$ cat src/rtl/opsched_pkg.sv
package opsched_pkg;
  typedef enum logic [1:0] {BUS_FETCH = 2'd0, BUS_RD = 2'd1, BUS_WR = 2'd2, BUS_INT = 2'd3} bus_kind_e;
  typedef enum logic [2:0] {UOP_NONE = 3'd0, UOP_MOV8 = 3'd1, UOP_ADD8 = 3'd2,
                            UOP_MOV16 = 3'd3, UOP_ADD16 = 3'd4} uop_e;

  localparam logic [2:0] R8_LATCH = 3'd6;
  localparam logic [2:0] R8_A     = 3'd7;
  localparam logic [2:0] W_HL     = 3'd2;
  localparam logic [2:0] W_PC     = 3'd4;
  localparam logic [2:0] W_LATCH  = 3'd5;

  typedef struct packed {
    bus_kind_e  kind;
    logic       addr_hl;
    logic [2:0] tstates;
    uop_e       uop;
    logic [2:0] dst;
    logic [2:0] src;
  } sched_entry_t;

  localparam sched_entry_t ENTRY_FETCH = '{kind: BUS_FETCH, addr_hl: 1'b0, tstates: 3'd0,
                                           uop: UOP_NONE, dst: 3'd0, src: 3'd0};

  function automatic sched_entry_t mk_fetch(uop_e u, logic [2:0] d, logic [2:0] s);
    sched_entry_t e;
    e = ENTRY_FETCH;
    e.uop = u; e.dst = d; e.src = s;
    return e;
  endfunction

  function automatic sched_entry_t mk_mem(bus_kind_e k, logic hl, uop_e u, logic [2:0] d, logic [2:0] s);
    sched_entry_t e;
    e = ENTRY_FETCH;
    e.kind = k; e.addr_hl = hl; e.uop = u; e.dst = d; e.src = s;
    return e;
  endfunction

  function automatic sched_entry_t mk_int(logic [2:0] t);
    sched_entry_t e;
    e = ENTRY_FETCH;
    e.kind = BUS_INT; e.tstates = t;
    return e;
  endfunction
endpackage

$ cat src/rtl/op_decoder.sv
module op_decoder
  import opsched_pkg::*;
#(
  parameter int MAX_CYC = 5
) (
  input  logic [7:0]   opcode_i,
  output sched_entry_t sched_o [MAX_CYC],
  output logic         err_o
);
  logic [1:0] x;
  logic [2:0] y, z, pair;

  assign x    = opcode_i[7:6];
  assign y    = opcode_i[5:3];
  assign z    = opcode_i[2:0];
  assign pair = {1'b0, y[2:1]};

  always_comb begin
    for (int k = 0; k < MAX_CYC; k++) sched_o[k] = ENTRY_FETCH;
    err_o = 1'b0;
    if (opcode_i == 8'h00) begin
      sched_o[0] = ENTRY_FETCH;
    end else if (x == 2'b00 && z == 3'b110) begin
      sched_o[0] = mk_mem(BUS_RD, 1'b0, UOP_NONE, 3'd0, 3'd0);
      if (y == 3'b110) begin
        sched_o[1] = mk_mem(BUS_WR, 1'b1, UOP_NONE, 3'd0, 3'd0);
        sched_o[2] = ENTRY_FETCH;
      end else begin
        sched_o[1] = mk_fetch(UOP_MOV8, y, R8_LATCH);
      end
    end else if (x == 2'b00 && z == 3'b001) begin
      if (!y[0]) begin
        sched_o[0] = mk_mem(BUS_RD, 1'b0, UOP_NONE, 3'd0, 3'd0);
        sched_o[1] = mk_mem(BUS_RD, 1'b0, UOP_NONE, 3'd0, 3'd0);
        sched_o[2] = mk_fetch(UOP_MOV16, pair, W_LATCH);
      end else begin
        sched_o[0] = mk_int(3'd4);
        sched_o[1] = mk_int(3'd3);
        sched_o[2] = mk_fetch(UOP_ADD16, W_HL, pair);
      end
    end else if (x == 2'b01) begin
      if (y == 3'b110 && z == 3'b110) begin
        err_o = 1'b1;  // halt unsupported
      end else if (z == 3'b110) begin
        sched_o[0] = mk_mem(BUS_RD, 1'b1, UOP_NONE, 3'd0, 3'd0);
        sched_o[1] = mk_fetch(UOP_MOV8, y, R8_LATCH);
      end else if (y == 3'b110) begin
        sched_o[0] = mk_mem(BUS_WR, 1'b1, UOP_MOV8, R8_LATCH, z);
        sched_o[1] = ENTRY_FETCH;
      end else begin
        sched_o[0] = mk_fetch(UOP_MOV8, y, z);
      end
    end else if (x == 2'b10 && y == 3'b000) begin
      if (z == 3'b110) begin
        sched_o[0] = mk_mem(BUS_RD, 1'b1, UOP_NONE, 3'd0, 3'd0);
        sched_o[1] = mk_fetch(UOP_ADD8, R8_A, R8_LATCH);
      end else begin
        sched_o[0] = mk_fetch(UOP_ADD8, R8_A, z);
      end
    end else if (opcode_i == 8'hC6) begin
      sched_o[0] = mk_mem(BUS_RD, 1'b0, UOP_NONE, 3'd0, 3'd0);
      sched_o[1] = mk_fetch(UOP_ADD8, R8_A, R8_LATCH);
    end else if (opcode_i == 8'hC3) begin
      sched_o[0] = mk_mem(BUS_RD, 1'b0, UOP_NONE, 3'd0, 3'd0);
      sched_o[1] = mk_mem(BUS_RD, 1'b0, UOP_NONE, 3'd0, 3'd0);
      sched_o[2] = mk_fetch(UOP_MOV16, W_PC, W_LATCH);
    end else begin
      err_o = 1'b1;
    end
  end
endmodule

$ cat src/rtl/sched_ctrl.sv
module sched_ctrl
  import opsched_pkg::*;
#(
  parameter  int MAX_CYC = 5,
  localparam int STEP_W  = $clog2(MAX_CYC)
) (
  input  logic              clk_i,
  input  logic              rst_ni,
  input  logic              cycle_end_i,
  input  sched_entry_t      sched_i [MAX_CYC],
  input  logic              err_i,
  output sched_entry_t      cur_o,
  output logic [STEP_W-1:0] step_o,
  output logic              err_o,
  output logic              pc_inc_o
);
  sched_entry_t      sched_q [MAX_CYC];
  logic [STEP_W-1:0] step_q;
  logic              err_q;
  sched_entry_t      cur;
  logic              last;

  assign cur      = (int'(step_q) < MAX_CYC) ? sched_q[step_q] : ENTRY_FETCH;
  assign last     = (cur.kind == BUS_FETCH);
  assign pc_inc_o = cycle_end_i && (cur.kind == BUS_RD) && !cur.addr_hl;
  assign cur_o    = cur;
  assign step_o   = step_q;
  assign err_o    = err_q;

  always_ff @(posedge clk_i or negedge rst_ni) begin
    if (!rst_ni) begin
      for (int k = 0; k < MAX_CYC; k++) sched_q[k] <= ENTRY_FETCH;
      step_q <= '0;
      err_q  <= 1'b0;
    end else if (cycle_end_i) begin
      if (last) begin
        for (int k = 0; k < MAX_CYC; k++) sched_q[k] <= sched_i[k];
        step_q <= '0;
        err_q  <= err_i;
      end else begin
        step_q <= step_q + 1'b1;
      end
    end
  end

  assert_step_bound_R3: assert property (@(posedge clk_i) disable iff (!rst_ni)
    int'(step_q) < MAX_CYC);
  assert_reload_R4: assert property (@(posedge clk_i) disable iff (!rst_ni)
    cycle_end_i && cur.kind == BUS_FETCH |=> step_q == '0);
  assert_advance_R3: assert property (@(posedge clk_i) disable iff (!rst_ni)
    cycle_end_i && cur.kind != BUS_FETCH |=> step_q == $past(step_q) + 1'b1);
  assert_hold_R3: assert property (@(posedge clk_i) disable iff (!rst_ni)
    !cycle_end_i |=> $stable(step_q) && $stable(err_q));
  assert_err_nop_R11: assert property (@(posedge clk_i) disable iff (!rst_ni)
    err_q |-> cur.kind == BUS_FETCH && cur.uop == UOP_NONE && step_q == '0);
  assert_tstates_R2: assert property (@(posedge clk_i) disable iff (!rst_ni)
    cur.kind != BUS_INT |-> cur.tstates == 3'd0);
endmodule

$ cat src/rtl/opcode_sched.sv
module opcode_sched
  import opsched_pkg::*;
#(
  parameter  int MAX_CYC = 5,
  localparam int STEP_W  = $clog2(MAX_CYC)
) (
  input  logic              clk_i,
  input  logic              rst_ni,
  input  logic [7:0]        opcode_i,
  input  logic              cycle_end_i,
  output logic [1:0]        bus_kind_o,
  output logic              addr_hl_o,
  output logic [2:0]        tstates_o,
  output logic [2:0]        uop_o,
  output logic [2:0]        dst_o,
  output logic [2:0]        src_o,
  output logic [STEP_W-1:0] step_o,
  output logic              decode_err_o,
  output logic              pc_inc_o
);
  sched_entry_t dec_sched [MAX_CYC];
  logic         dec_err;
  sched_entry_t cur;

  op_decoder #(.MAX_CYC(MAX_CYC)) u_dec (
    .opcode_i (opcode_i),
    .sched_o  (dec_sched),
    .err_o    (dec_err)
  );

  sched_ctrl #(.MAX_CYC(MAX_CYC)) u_ctrl (
    .clk_i       (clk_i),
    .rst_ni      (rst_ni),
    .cycle_end_i (cycle_end_i),
    .sched_i     (dec_sched),
    .err_i       (dec_err),
    .cur_o       (cur),
    .step_o      (step_o),
    .err_o       (decode_err_o),
    .pc_inc_o    (pc_inc_o)
  );

  assign bus_kind_o = cur.kind;
  assign addr_hl_o  = cur.addr_hl;
  assign tstates_o  = cur.tstates;
  assign uop_o      = cur.uop;
  assign dst_o      = cur.dst;
  assign src_o      = cur.src;
endmodule

$ cat config.mk
export PLATFORM = sky130hd
export DESIGN_NAME = opcode_sched
export DESIGN_NICKNAME = d
export VERILOG_FILES = /design/src/rtl/opsched_pkg.sv /design/src/rtl/op_decoder.sv /design/src/rtl/sched_ctrl.sv /design/src/rtl/opcode_sched.sv
export SDC_FILE = /design/constraint.sdc
export NUM_CORES = 1
export LEC_CHECK = 0
export BUFFER_PORTS_ARGS = -buffer_cell sky130_fd_sc_hd__buf_2
export CORE_AREA = 2 2 60 62
export DETAILED_ROUTE_END_ITERATION = 12
export DIE_AREA = 0 0 62 64
export PLACE_DENSITY = 0.85
export SLEW_MARGIN = 20
export SYNTH_ARGS = -nofsm -noshare
export SYNTH_HDL_FRONTEND = slang
export SYNTH_SLANG_ARGS = --single-unit
$ cat constraint.sdc
create_clock -name clk_i -period 3.33 [get_ports clk_i]
set_input_delay 0.333 -clock clk_i [delete_from_list [all_inputs] [get_ports clk_i]]
set_output_delay 0.333 -clock clk_i [all_outputs]
set_load 0.02 [all_outputs]
==> flow_summary.toml <==
[routing]
drt_iter0_drc = 119
drc = 0
drtAntennaViolNets = 0
vias_per_cell = 5.89
num_vias = 1666
finalWirelength_mm = 4.34
firstDrtPassIters = 5
avgRoutedWirePerCell_um = 15.3

[sta]
rsz0062_at_grt = "no"
slew_headroom_pct = 50.6
max_freq_mhz = 418
hold_viol = 0
final-setup-viol-count = 0
fin_skew_ps = 8.62
tightest_slew_ps = 741
finalCritPeriodShare_pct = 71.9
period_needed_ps = 2390
drv_slew = 0
tns_ps = 0

[clock_network]
root_buffer = "clkbuf_4"
cts.path.max_buffers = 2
htree_levels = 2
hold_buffers = 0
cts_tree = "done"
cts_resized = 0
clock-sinks = 31
worstSkewPairLatency_ps = 330
numCtsBuffers = 5
clk_pin_slew_ps = 90
cts_setup_buffers = 0

[floorplanning]
start_util_pct = 58.3
core-area_um2 = 3280
fp-row-count = 21
ios = 31
die_w_um = 62
die_h_um = 64
die_area_um2 = 3970

[global_routing]
grt-ovfl-total = 0
grt_pass1_wl_mm = 7.14
grt_pass1_vias = 1496
grt_max_degree = 39
antenna_found_initial = 0
grt_use_total_pct = 24.3

[place]
dp_hpwl_mm = 3.16
numPortBuffers = 30
place_congestion = 0.866

[critical_path]
critPathKind = "flip-flop to output port"
critPathArrivalTime_ps = 2060
end_kind = "output port"
cp-startpoint = "u_ctrl.step_o[0]$_DFFE_PN0P_"
reg2reg_from = "u_ctrl.step_o[0]$_DFFE_PN0P_"
required_ps = 3000
cp_max_fo = 19
startpoint_type = "flip-flop"

[yosys]
synth-xor-area-share_pct = 0
synth_top_area_share_pct = 40.5
synth_edf_count = 0
synth_top_family_by_area = "simple AND/OR/NAND/NOR gates"
synth.distinct_cells = 49
synth_nets = 230
ys_seq_area_share_pct = 40.5
synth-main-ff-cell = "dfrtp_1"
synth_top_cell_by_area = "dfrtp_1"
ys_warn_count = 0
syn_avg_cell_area_um2 = 8.90
async_reset_ff_share_pct = 100
synth_seq_cells = 31
syn_inst = 215
yosys-top-cells-area = "dfrtp_1 41%, nand2_1 7.6%, mux2i_1 4.7%, a21oi_1 3.9%, o31ai_1 3.5%"
synth_simple_gate_area_share_pct = 24.5
synth-compound-area-share_pct = 20.1
synth.mux.area_fraction_pct = 4.71
syn_area_um2 = 1910
synthAdderAreaFrac_pct = 2.61

[power]
leakage_nw = 0.982
totalPowerFinal_mw = 0.816
irDropWorstVdd_uv = 266
powerDensity_nw_per_um2 = 398

[min_path]
hp-class = "input pin to asynchronous set/reset pin"

[final_layout]
final_util_pct = 62.5
area_growth_pct = 7.25
drive_above_1_share_pct = 18.1
n_antenna_cell = 0
n_fill_cell = 297
nNetsFinal = 251

[outcome]
status = "finished, final reports clean"

[job]
max_cap_violations = 0
==> cells in the mapped netlist, types with 2 or more instances <==
master and n:
nor3_1 6, o21ai_0 8, nand2_1 39, and3_1 3
o2bb2ai_1 2, nand3_1 2, inv_1 7, buf_2 5
ha_1 4, nand4_1 2, nor2b_1 3, a21oi_1 15
mux2i_1 9, nor2_1 15, dfrtp_1 31, buf_4 2
buf_6 3, o31ai_1 9, nand2b_1 5, o21ai_1 11
a21o_1 2, nor4b_1 2, clkbuf_1 3, nand3b_1 2
==> layer usage <==
layer / vias to the layer above / global-route usage (%) / part of all wire, %
met5: - / 0 / 0
met4: 0 / 9.57 / 2.5
met3: 14 / 4.25 / 7.0
met2: 81 / 34.9 / 46
met1: 771 / 36.0 / 45
li1: 800 / - / -
==> final timing paths <==
path,slack [ps],cells after the start,to
min in group clk_i,300,3,u_ctrl.sched_q[31]$_DFFE_PN0P_
max reg2reg,1290,5,u_ctrl.sched_q[61]$_DFFE_PN0P_
max,940,4,pc_inc_o
min reg2reg,490,2,u_ctrl.err_o$_DFFE_PN0P_
min,20,1,u_ctrl.step_o[1]$_DFFE_PN0P_
max in group asynchronous,2860,1,u_ctrl.sched_q[50]$_DFFE_PN0P_
==> stage by stage <==
stage,std cells,hold slack [ps],area [um2],setup slack (ps)
CTS,283,44.4,2050,950
global placement,275,411,2000,1370
detailed placement,275,406,2000,1300
finish,283,21.7,2050,936
floorplan,215,37.4,1910,878
global route,283,72.6,2050,816
==> flip-flops by register name, indices dropped and copies added (netlist names) <==
register,count
u_ctrl.err_o,1
u_ctrl.sched_q,27
u_ctrl.step_o,3
==> cell families after synthesis <==
logic type | count (synthesis)
AOI/OAI and AO/OA | 59
muxes | 9
and+or+nand+nor | 89
DFF | 31
buffers and inverters | 23
adders and majority gates | 4
==> cell type report <==
class,count,area [um2],area share [%]
clock buffers,7,45.0,2.19
clock inverters,1,5.00,0.244
inverters,7,26.3,1.28
multi-input cells,161,993,48.4
flip-flops and latches,31,776,37.8
well taps,46,57.6,2.80
repair buffers,30,150,7.31
==> cells in the final DEF (no fill, tap or decap), drive strengths merged, types with 2 or more instances in the layout <==
master / n
buf: 30
a21o: 2
o31ai: 9
nand3: 3
dfrtp: 31
ha: 4
nand3b: 3
nor3: 7
nor2: 15
nand4: 2
o2bb2ai: 2
nor4b: 2
nand2: 40
inv: 7
and3: 3
mux2i: 9
nor2b: 3
clkbuf: 7
nand2b: 5
o21ai: 19
a21oi: 15
==> worst max-delay path, cell delays in order (launching register included) <==
cell and delay, ps:
dfrtp_1 750, mux2i_1 340, nor3_1 110, nor4b_1 320
buf_2 220
==> report_power, final <==
group / internal (mW) / switching (mW) / leakage [nW]
clock: 0.0821 / 0.125 / 0.0293
sequential: 0.397 / 0.0259 / 0.424
combinational: 0.0629 / 0.123 / 0.528
Power figures use the tool's default switching activity.
